<file path="src/rtl/fpwm_pkg.sv">
package fpwm_pkg;
  typedef enum logic [1:0] {
    OUT_OFF        = 2'd0,
    OUT_TOGGLE     = 2'd1,
    OUT_CLR_ON_HIT = 2'd2,
    OUT_SET_ON_HIT = 2'd3
  } out_mode_e;

  localparam logic [2:0] MODE_FULL_TOP = 3'd3;
  localparam logic [2:0] MODE_VAR_TOP  = 3'd7;
  localparam int unsigned NUM_CH       = 2;
endpackage

</file>
<file path="src/rtl/fpwm_counter.sv">
module fpwm_counter #(
  parameter int unsigned W = 8
) (
  input  logic         clk,
  input  logic         rst_n,
  input  logic         run,
  input  logic         tick,
  input  logic [W-1:0] top_val,
  input  logic         clr_ovf,
  output logic [W-1:0] count,
  output logic         at_top,
  output logic         ovf_flag
);
  logic step;
  logic wrap;

  assign step   = run && tick;
  assign at_top = (count == top_val);
  assign wrap   = step && at_top;

  always_ff @(posedge clk) begin
    if (!rst_n) begin
      count <= '0;
    end else if (step) begin
      count <= at_top ? '0 : count + 1'b1;
    end
  end

  always_ff @(posedge clk) begin
    if (!rst_n) begin
      ovf_flag <= 1'b0;
    end else if (wrap) begin
      ovf_flag <= 1'b1;
    end else if (clr_ovf) begin
      ovf_flag <= 1'b0;
    end
  end
endmodule

</file>
<file path="src/rtl/fpwm_cmp_buf.sv">
module fpwm_cmp_buf #(
  parameter int unsigned W = 8
) (
  input  logic         clk,
  input  logic         rst_n,
  input  logic         we,
  input  logic [W-1:0] wdata,
  input  logic         load,
  output logic [W-1:0] active
);
  logic [W-1:0] hold_q;

  always_ff @(posedge clk) begin
    if (!rst_n) begin
      hold_q <= '0;
    end else if (we) begin
      hold_q <= wdata;
    end
  end

  always_ff @(posedge clk) begin
    if (!rst_n) begin
      active <= '0;
    end else if (load) begin
      active <= hold_q;
    end
  end
endmodule

</file>
<file path="src/rtl/fpwm_channel.sv">
module fpwm_channel
  import fpwm_pkg::*;
#(
  parameter int unsigned W = 8
) (
  input  logic         clk,
  input  logic         rst_n,
  input  logic         step,
  input  logic         at_top,
  input  logic [W-1:0] count,
  input  logic [W-1:0] cmp,
  input  logic [1:0]   out_mode,
  input  logic         toggle_en,
  input  logic         clr_flag,
  output logic         wave,
  output logic         match_flag
);
  out_mode_e om;
  logic      hit;
  logic      wrap;
  logic      wave_d;

  assign om   = out_mode_e'(out_mode);
  assign hit  = step && (count == cmp);
  assign wrap = step && at_top;

  always_comb begin
    wave_d = wave;
    case (om)
      OUT_OFF:        wave_d = 1'b0;
      OUT_TOGGLE:     if (hit && toggle_en) wave_d = ~wave;
      OUT_CLR_ON_HIT: if (wrap) wave_d = 1'b1; else if (hit) wave_d = 1'b0;
      OUT_SET_ON_HIT: if (wrap) wave_d = 1'b0; else if (hit) wave_d = 1'b1;
      default:        wave_d = wave;
    endcase
  end

  always_ff @(posedge clk) begin
    if (!rst_n) begin
      wave <= 1'b0;
    end else begin
      wave <= wave_d;
    end
  end

  always_ff @(posedge clk) begin
    if (!rst_n) begin
      match_flag <= 1'b0;
    end else if (hit) begin
      match_flag <= 1'b1;
    end else if (clr_flag) begin
      match_flag <= 1'b0;
    end
  end
endmodule

</file>
<file path="src/rtl/fpwm_timer.sv">
module fpwm_timer
  import fpwm_pkg::*;
#(
  parameter int unsigned W = 8
) (
  input  logic         clk,
  input  logic         rst_n,
  input  logic         tick,
  input  logic [2:0]   mode,
  input  logic         cmp_a_we,
  input  logic [W-1:0] cmp_a_wdata,
  input  logic         cmp_b_we,
  input  logic [W-1:0] cmp_b_wdata,
  input  logic [1:0]   out_mode_a,
  input  logic [1:0]   out_mode_b,
  input  logic [2:0]   flag_clr,
  output logic [W-1:0] count,
  output logic         wave_a,
  output logic         wave_b,
  output logic         ovf_flag,
  output logic         match_a_flag,
  output logic         match_b_flag
);
  localparam logic [W-1:0] FULL_SCALE = '1;

  logic         run;
  logic         step;
  logic         at_top;
  logic         load;
  logic [W-1:0] top_val;
  logic [W-1:0] cmp_act_a;
  logic [W-1:0] cmp_act_b;

  logic         we_v    [NUM_CH];
  logic [W-1:0] wd_v    [NUM_CH];
  logic [1:0]   om_v    [NUM_CH];
  logic [W-1:0] act_v   [NUM_CH];
  logic         wave_v  [NUM_CH];
  logic         flag_v  [NUM_CH];

  assign run     = (mode == MODE_FULL_TOP) || (mode == MODE_VAR_TOP);
  assign step    = run && tick;
  assign top_val = (mode == MODE_VAR_TOP) ? cmp_act_a : FULL_SCALE;
  assign load    = !run || (step && at_top);

  assign we_v[0] = cmp_a_we;
  assign we_v[1] = cmp_b_we;
  assign wd_v[0] = cmp_a_wdata;
  assign wd_v[1] = cmp_b_wdata;
  assign om_v[0] = out_mode_a;
  assign om_v[1] = out_mode_b;

  fpwm_counter #(.W(W)) u_cnt (
    .clk      (clk),
    .rst_n    (rst_n),
    .run      (run),
    .tick     (tick),
    .top_val  (top_val),
    .clr_ovf  (flag_clr[0]),
    .count    (count),
    .at_top   (at_top),
    .ovf_flag (ovf_flag)
  );

  for (genvar c = 0; c < NUM_CH; c++) begin : g_ch
    logic tog_en;
    if (c == 0) begin : g_tog
      assign tog_en = mode[2];
    end else begin : g_notog
      assign tog_en = 1'b0;
    end

    fpwm_cmp_buf #(.W(W)) u_buf (
      .clk    (clk),
      .rst_n  (rst_n),
      .we     (we_v[c]),
      .wdata  (wd_v[c]),
      .load   (load),
      .active (act_v[c])
    );

    fpwm_channel #(.W(W)) u_chan (
      .clk        (clk),
      .rst_n      (rst_n),
      .step       (step),
      .at_top     (at_top),
      .count      (count),
      .cmp        (act_v[c]),
      .out_mode   (om_v[c]),
      .toggle_en  (tog_en),
      .clr_flag   (flag_clr[c+1]),
      .wave       (wave_v[c]),
      .match_flag (flag_v[c])
    );
  end

  assign cmp_act_a    = act_v[0];
  assign cmp_act_b    = act_v[1];
  assign wave_a       = wave_v[0];
  assign wave_b       = wave_v[1];
  assign match_a_flag = flag_v[0];
  assign match_b_flag = flag_v[1];
endmodule

</file>
<file path="config.mk">
export PLATFORM = sky130hd
export DESIGN_NAME = fpwm_timer
export DESIGN_NICKNAME = d
export VERILOG_FILES = /design/src/rtl/fpwm_pkg.sv /design/src/rtl/fpwm_counter.sv /design/src/rtl/fpwm_cmp_buf.sv /design/src/rtl/fpwm_channel.sv /design/src/rtl/fpwm_timer.sv
export SDC_FILE = /design/constraint.sdc
export NUM_CORES = 1
export LEC_CHECK = 0
export BUFFER_PORTS_ARGS = -buffer_cell sky130_fd_sc_hd__buf_2
export CORE_MARGIN = 2
export CORE_UTILIZATION = 50
export CTS_CLUSTER_SIZE = 40
export DETAILED_ROUTE_END_ITERATION = 10
export PLACE_DENSITY = 0.74
export REMOVE_ABC_BUFFERS = 1
export SLEW_MARGIN = 10
export SYNTH_ARGS = -nofsm -noshare
export SYNTH_HDL_FRONTEND = slang
export SYNTH_SLANG_ARGS = --single-unit
</file>
<file path="constraint.sdc">
create_clock -name clk -period 5.66 [get_ports clk]
set_input_delay 1.132 -clock clk [delete_from_list [all_inputs] [get_ports clk]]
set_output_delay 1.132 -clock clk [all_outputs]
set_load 0.01 [all_outputs]
</file>
## Word-level counts from Yosys, hierarchy flattened

Cells that the tools add are included.

- Bits in registers: 45
- Bits in latches: 0
- Memory bits (writable): 0
- Memory bits (read-only): 0
- Input bits: 31
- Output and inout port bits: 13
- Word-level logic and storage cells: 63
- Memories: 0

- Add/subtract/negate cells: 1
- $mul: 0
- Divide/modulo/power cells: 0
- $lt $le $gt $ge: 0
- Equality and inequality tests: 16
- Shifts and indexed selects: 0
- Muxes and demuxes: 19
- Bitwise gates (word level): 2
- Reductions and logical operators: 15

Operators by type and width:

| kind | number |
|---|---|
| $eq A8 B8 Y1 | 3 |
| $mux W8 | 2 |
| $mux W1 | 15 |
| $add A8 B1 Y8 const B | 1 |
| $eq A2 B2 Y1 const B | 4 |
| $ne A3 B1 Y1 const B | 2 |
| $ne A3 B2 Y1 const B | 2 |
| $reduce_and A3 Y1 | 2 |
| $reduce_bool A2 Y1 | 3 |
| $logic_and A1 B1 Y1 | 5 |
| $eq A2 B1 Y1 const B | 2 |
| $logic_not A2 Y1 | 2 |
| $pmux W1 S4 | 1 |
| $eq A3 B2 Y1 const B | 1 |
| $eq A3 B3 Y1 const B | 1 |
| $pmux W1 S3 | 1 |
| $logic_or A1 B1 Y1 | 2 |
| $ne A2 B1 Y1 const B | 1 |
| $not A1 Y1 | 2 |
| $logic_not A1 Y1 | 1 |

## Depth between registers and ports, before layout

- Depth in word-level cells: 7
- Gate-level depth with buffers: 8
- Depth with buffers taken out: 6

## Cells and area by module

A second synthesis with hierarchy kept.

- Cell total of the unflattened synthesis: 220
- Area total of the unflattened synthesis: 2202.1 um^2

By module, submodules not included:

| module | times used | cells an instance | area each (um^2) | sequential area each (um^2) |
|---|---|---|---|---|
| fpwm_cmp_buf | 2 | 51 | 608.1 | 320.3 |
| fpwm_counter | 1 | 56 | 501.7 | 180.2 |
| fpwm_channel | 2 | 24 | 198.9 | 40.0 |
| fpwm_timer | 1 | 14 | 86.3 | 0.0 |

## Worst setup path before layout

No wires, ideal clock.

- Kind: input to register
- Start: in tick
- End: reg g_ch[0].u_chan.wave
- Library setup time: 0.103 ns
- Data arrival time: 2.426 ns
- Data required time: 5.557 ns
- Slack: 3.130 ns
- Stages on the path: 5
- Path buffers: 0
- Path through: nand3_1 -> or4_4 -> nor4_2 -> o21ai_1 -> a2111oi_2

- Longest elaborated chain between the ends: 5
- Elaborated cells on any way between the ends: 11
- Those cells by class: eq/ne: 3; mux: 3; reduce/logical: 5

Ends and longest elaborated chain:

| what | RTL line | text |
|---|---|---|
| from (decl) | fpwm_timer.sv:8 | `input logic tick,` |
| $logic_and A1 B1 Y1 (*) | fpwm_timer.sv:42 | `assign step = run && tick;` |
| $logic_and A1 B1 Y1 | fpwm_channel.sv:24 | `assign hit = step && (count == cmp);` |
| $logic_and A1 B1 Y1 | fpwm_channel.sv:31 | `OUT_TOGGLE: if (hit && toggle_en) wave_d = ~wave;` |
| $ne A2 B1 Y1 (no source line) | -- |  |
| $reduce_and A3 Y1 (no source line) | -- |  |
| to (signal assigned) | fpwm_channel.sv:42 | `wave <= wave_d;` |
| to (decl) | fpwm_channel.sv:15 | `output logic wave,` |

Every way passes the cells marked *; elsewhere a longest branch is shown, timed or not.
A chain may end at the register's enable or synchronous reset.

## Final worst setup path

- Start: in mode[1]
- End: reg g_ch[0].u_buf.active[2]

- Longest elaborated chain between the ends: 5
- Elaborated cells on any way between the ends: 9
- Those cells by class: eq/ne: 3; mux: 1; reduce/logical: 5

Ends and longest elaborated chain:

| what | RTL line | text |
|---|---|---|
| from (decl) | fpwm_timer.sv:9 | `input logic [2:0] mode,` |
| $eq A3 B3 Y1 or $eq A3 B2 Y1 (tied branches) | fpwm_timer.sv:41, fpwm_timer.sv:43 |  |
| $mux W8 or $logic_or A1 B1 Y1 (tied branches) | fpwm_timer.sv:43, fpwm_timer.sv:41 |  |
| $eq A8 B8 Y1 or $logic_and A1 B1 Y1 (tied branches) | fpwm_counter.sv:18, fpwm_timer.sv:42 |  |
| $logic_and A1 B1 Y1 | fpwm_timer.sv:44 | `assign load = !run \|\| (step && at_top);` |
| $logic_or A1 B1 Y1 (*) | fpwm_timer.sv:44 |  |
| to (signal assigned) | fpwm_cmp_buf.sv:25 | `active <= hold_q;` |
| to (decl) | fpwm_cmp_buf.sv:9 | `output logic [W-1:0] active` |

Marked as above.

==> run metrics <==
Seq pwr share=57.5%; fmax=393 MHz; final hold viol count=0; Leakage Power=1.07 nW; CP Class=in2reg; worst hold stages=2; Hold WC Path Type=reg2reg; Slew headroom=36.3%; Worst setup SP type=input port; Synth area leaders=dfxtp_1 44%, mux2i_1 16%, nor2_1 8.0%; number of synthesized register bits=45; PortBufs=43; Resized cells post-CTS=0; Yosys cell types=40; Ant. Diodes=0; Max-cap violations=0; clock skew=6.78 ps; CP Cell Sequence=buf_2 > nand3_1 > nor4_2 > a31oi_4 > mux2i_1 > nor2_1; Min-Delay Endpoint=g_ch[1].u_chan.match_flag; area leader, netlist=dfxtp_1; initial antenna violation count=0; synthesis-to-layout area growth=14.8%; Die H=68.3 microns; GP Congestion=0.780; Clk Latency, worst-skew pair=290 ps; number of global-route vias before repair=1373; DR vias=1585; clock group share of total power=31.4%; Row Count=23; Worst R2R Path Depth=6; TritonCTS Buffers=5; FF-to-FF Start=u_cnt.count[2]; pwr dens=248 nW/um^2; status=finished clean; Reg2Reg Setup Slack=3410 ps; Net Sw Frac=24.2%; final hold slack=468 ps; vias per inst=5.16; maximum vdd ir drop=0.000176 V; hold path startpoint=g_ch[1].u_chan.match_flag; Total Power=0.000588 W; core area=4000 sq um; Primary FF master, synth=dfxtp_1; measured slew at the worst slew-check pin=950 ps; clock sink total=45; Initial Utilization=51.7%; Seq/Total Area, Yosys=43.6%; min cycle time layout=2550 ps; Reg clk slew, reported paths=80 ps; number of enable flip-flop cells after synthesis=0; CTS tree=yes; RSZ-0062 raised after global routing=false; crit path capture type=flop; pin count of the biggest net entering global routing=37; Max clock buf depth=2; DP HPWL=2820 microns; DRT iter0 DRCs=115; Routed Antenna Nets=0; die width=68.3 microns; DRT Pass-1 Iters=4; Post-Route WL=3820 microns; Placement Setup Slack=2800 ps; worst reg2reg path endpoint=g_ch[0].u_buf.active[2]; CTS HTree Levels=2; combinational fraction of design power=11.1%; Hold Buf Count CTS=0; yosys warns=0; critical-path maximum fanout=16; final worst slack=3110 ps; Mapped Area=2070 sq um; die area=4660 sq um; nets=289; WL/cell=12.4 microns; Avg Cell Area, Syn=9.57 sq um; first-pass GRT wire length=6220 microns; FFs w/ async S/R, synth=0%; Net Sw Power=0.000142 W; # fillers=359; CP max-delay cell=nor4_2; Internal=0.000446 W; Slew Viols, Final=0; fraction of layout cells with a size suffix above 1=23.0%; IO Pins=44; final period utilization=45.0%; arrival time worst endpoint=2700 ps; Setup Fix Bufs, Post-CTS=0; Slowest Stage Delay on Critical Path=560 ps; Clock Root Buffer=clkbuf_8; CP Data Required Time=5810 ps; total negative setup slack=0 ps; Remaining DRCs=0; top cell type's share of synthesized area=43.6%; Final setup viols=0; Crit. Startpoint=mode[1]; global-route usage over all layers=18.0%; post-synthesis cell count=216; grt total ovfl=0
## worst max-delay path: cells and delay by family
kind	cells	cell delay, ps
simple gates	3	780
compound gates	1	420
mux	1	250
buf+inv	1	110
## worst max-delay path by stage
stage	endpoint	slack, ps
2_1_floorplan	g_ch[0].u_chan.wave	3130
3_3_place_gp	g_ch[1].u_buf.active[1]	2840
3_5_place_dp	g_ch[0].u_buf.active[2]	2800
4_1_cts	g_ch[0].u_buf.active[2]	3110
5_1_grt	g_ch[0].u_buf.active[2]	3000
6_report	g_ch[0].u_buf.active[2]	3110
## logic make-up (layout without fill, tap and decap cells)
logic type / after synthesis / after routing / share of synthesized area, %
simple gates: 80 / 80 / 19.7
fa+ha+maj: 1 / 1 / 0.605
mux: 33 / 33 / 16.0
buf+inv: 21 / 62 / 4.72
compound gates: 21 / 21 / 9.08
xor+xnor: 15 / 15 / 6.36
flops: 45 / 45 / 43.6
## cells in the mapped netlist (2+ instances only)
library cell  instances
a2111oi_2             2
a21oi_1               5
and3_1                3
buf_1                 2
buf_6                 2
clkbuf_1              4
dfxtp_1              45
inv_1                11
mux2i_1              33
nand2_1               5
nand2b_1              3
nand3_1               3
nand3b_1              2
nand4_1               6
nor2_1               44
nor2b_1               5
nor4_2                2
o21ai_1               2
o22ai_1               3
xnor2_1               4
xor2_1               11
## cells in the final DEF, fill, tap and decap left out, types with 4 or more instances in the layout
cell type,synthesis,final
a21oi_1,5,5
buf_2,0,43
clkbuf_8,0,5
dfxtp_1,45,45
inv_1,11,11
mux2i_1,33,33
nand2_1,5,5
nand4_1,6,6
nor2_1,44,44
nor2b_1,5,5
xnor2_1,4,4
xor2_1,11,11
## metal layers
layer  vias to the layer above  wire length (microns)  part of all wire [%]  track usage, %
li1                        819                      -                     -               -
met3                         7                    198                   5.2            5.76
met4                         0                     70                   1.8            8.25
met1                       722                   1920                    50            23.9
met5                         -                      0                     0               0
met2                        37                   1630                    43            26.5
## state kept, by name (all words and copies together) (netlist names)
| name | count |
|---|---|
| g_ch.u_buf.active | 16 |
| g_ch.u_buf.hold_q | 16 |
| g_ch.u_chan.match_flag | 2 |
| g_ch.u_chan.wave | 2 |
| u_cnt.count | 8 |
| u_cnt.ovf_flag | 1 |
## through the flow
step	area [sq um]	cells	util, %
2_1_floorplan	2010	207	-
3_3_place_gp	2290	300	57.3
3_5_place_dp	2290	300	57.3
4_1_cts	2370	307	59.3
5_1_grt	2370	307	59.3
6_report	2370	307	59.3
## power groups by stage
stage	logic [W]	registers (W)	clock network, W
CTS	0.0000656	0.000338	0.000195
global placement	0.0000637	0.000346	0
finish	0.0000651	0.000338	0.000185
detailed placement	0.0000654	0.000346	0
global route	0.0000736	0.000340	0.000204
floorplan	0.0000418	0.000345	0
## layout make-up
type	instances	area, sq um	area share (%)
clock buffers	6	72.6	3.06
inverters	12	45.0	1.90
repair buffers	43	215	9.07
well taps	50	62.6	2.64
flip-flops and latches	45	901	38.0
multi-input cells	150	1070	45.0
clock inverters	1	8.76	0.369
No activity file was read; power rests on OpenSTA's default activity.
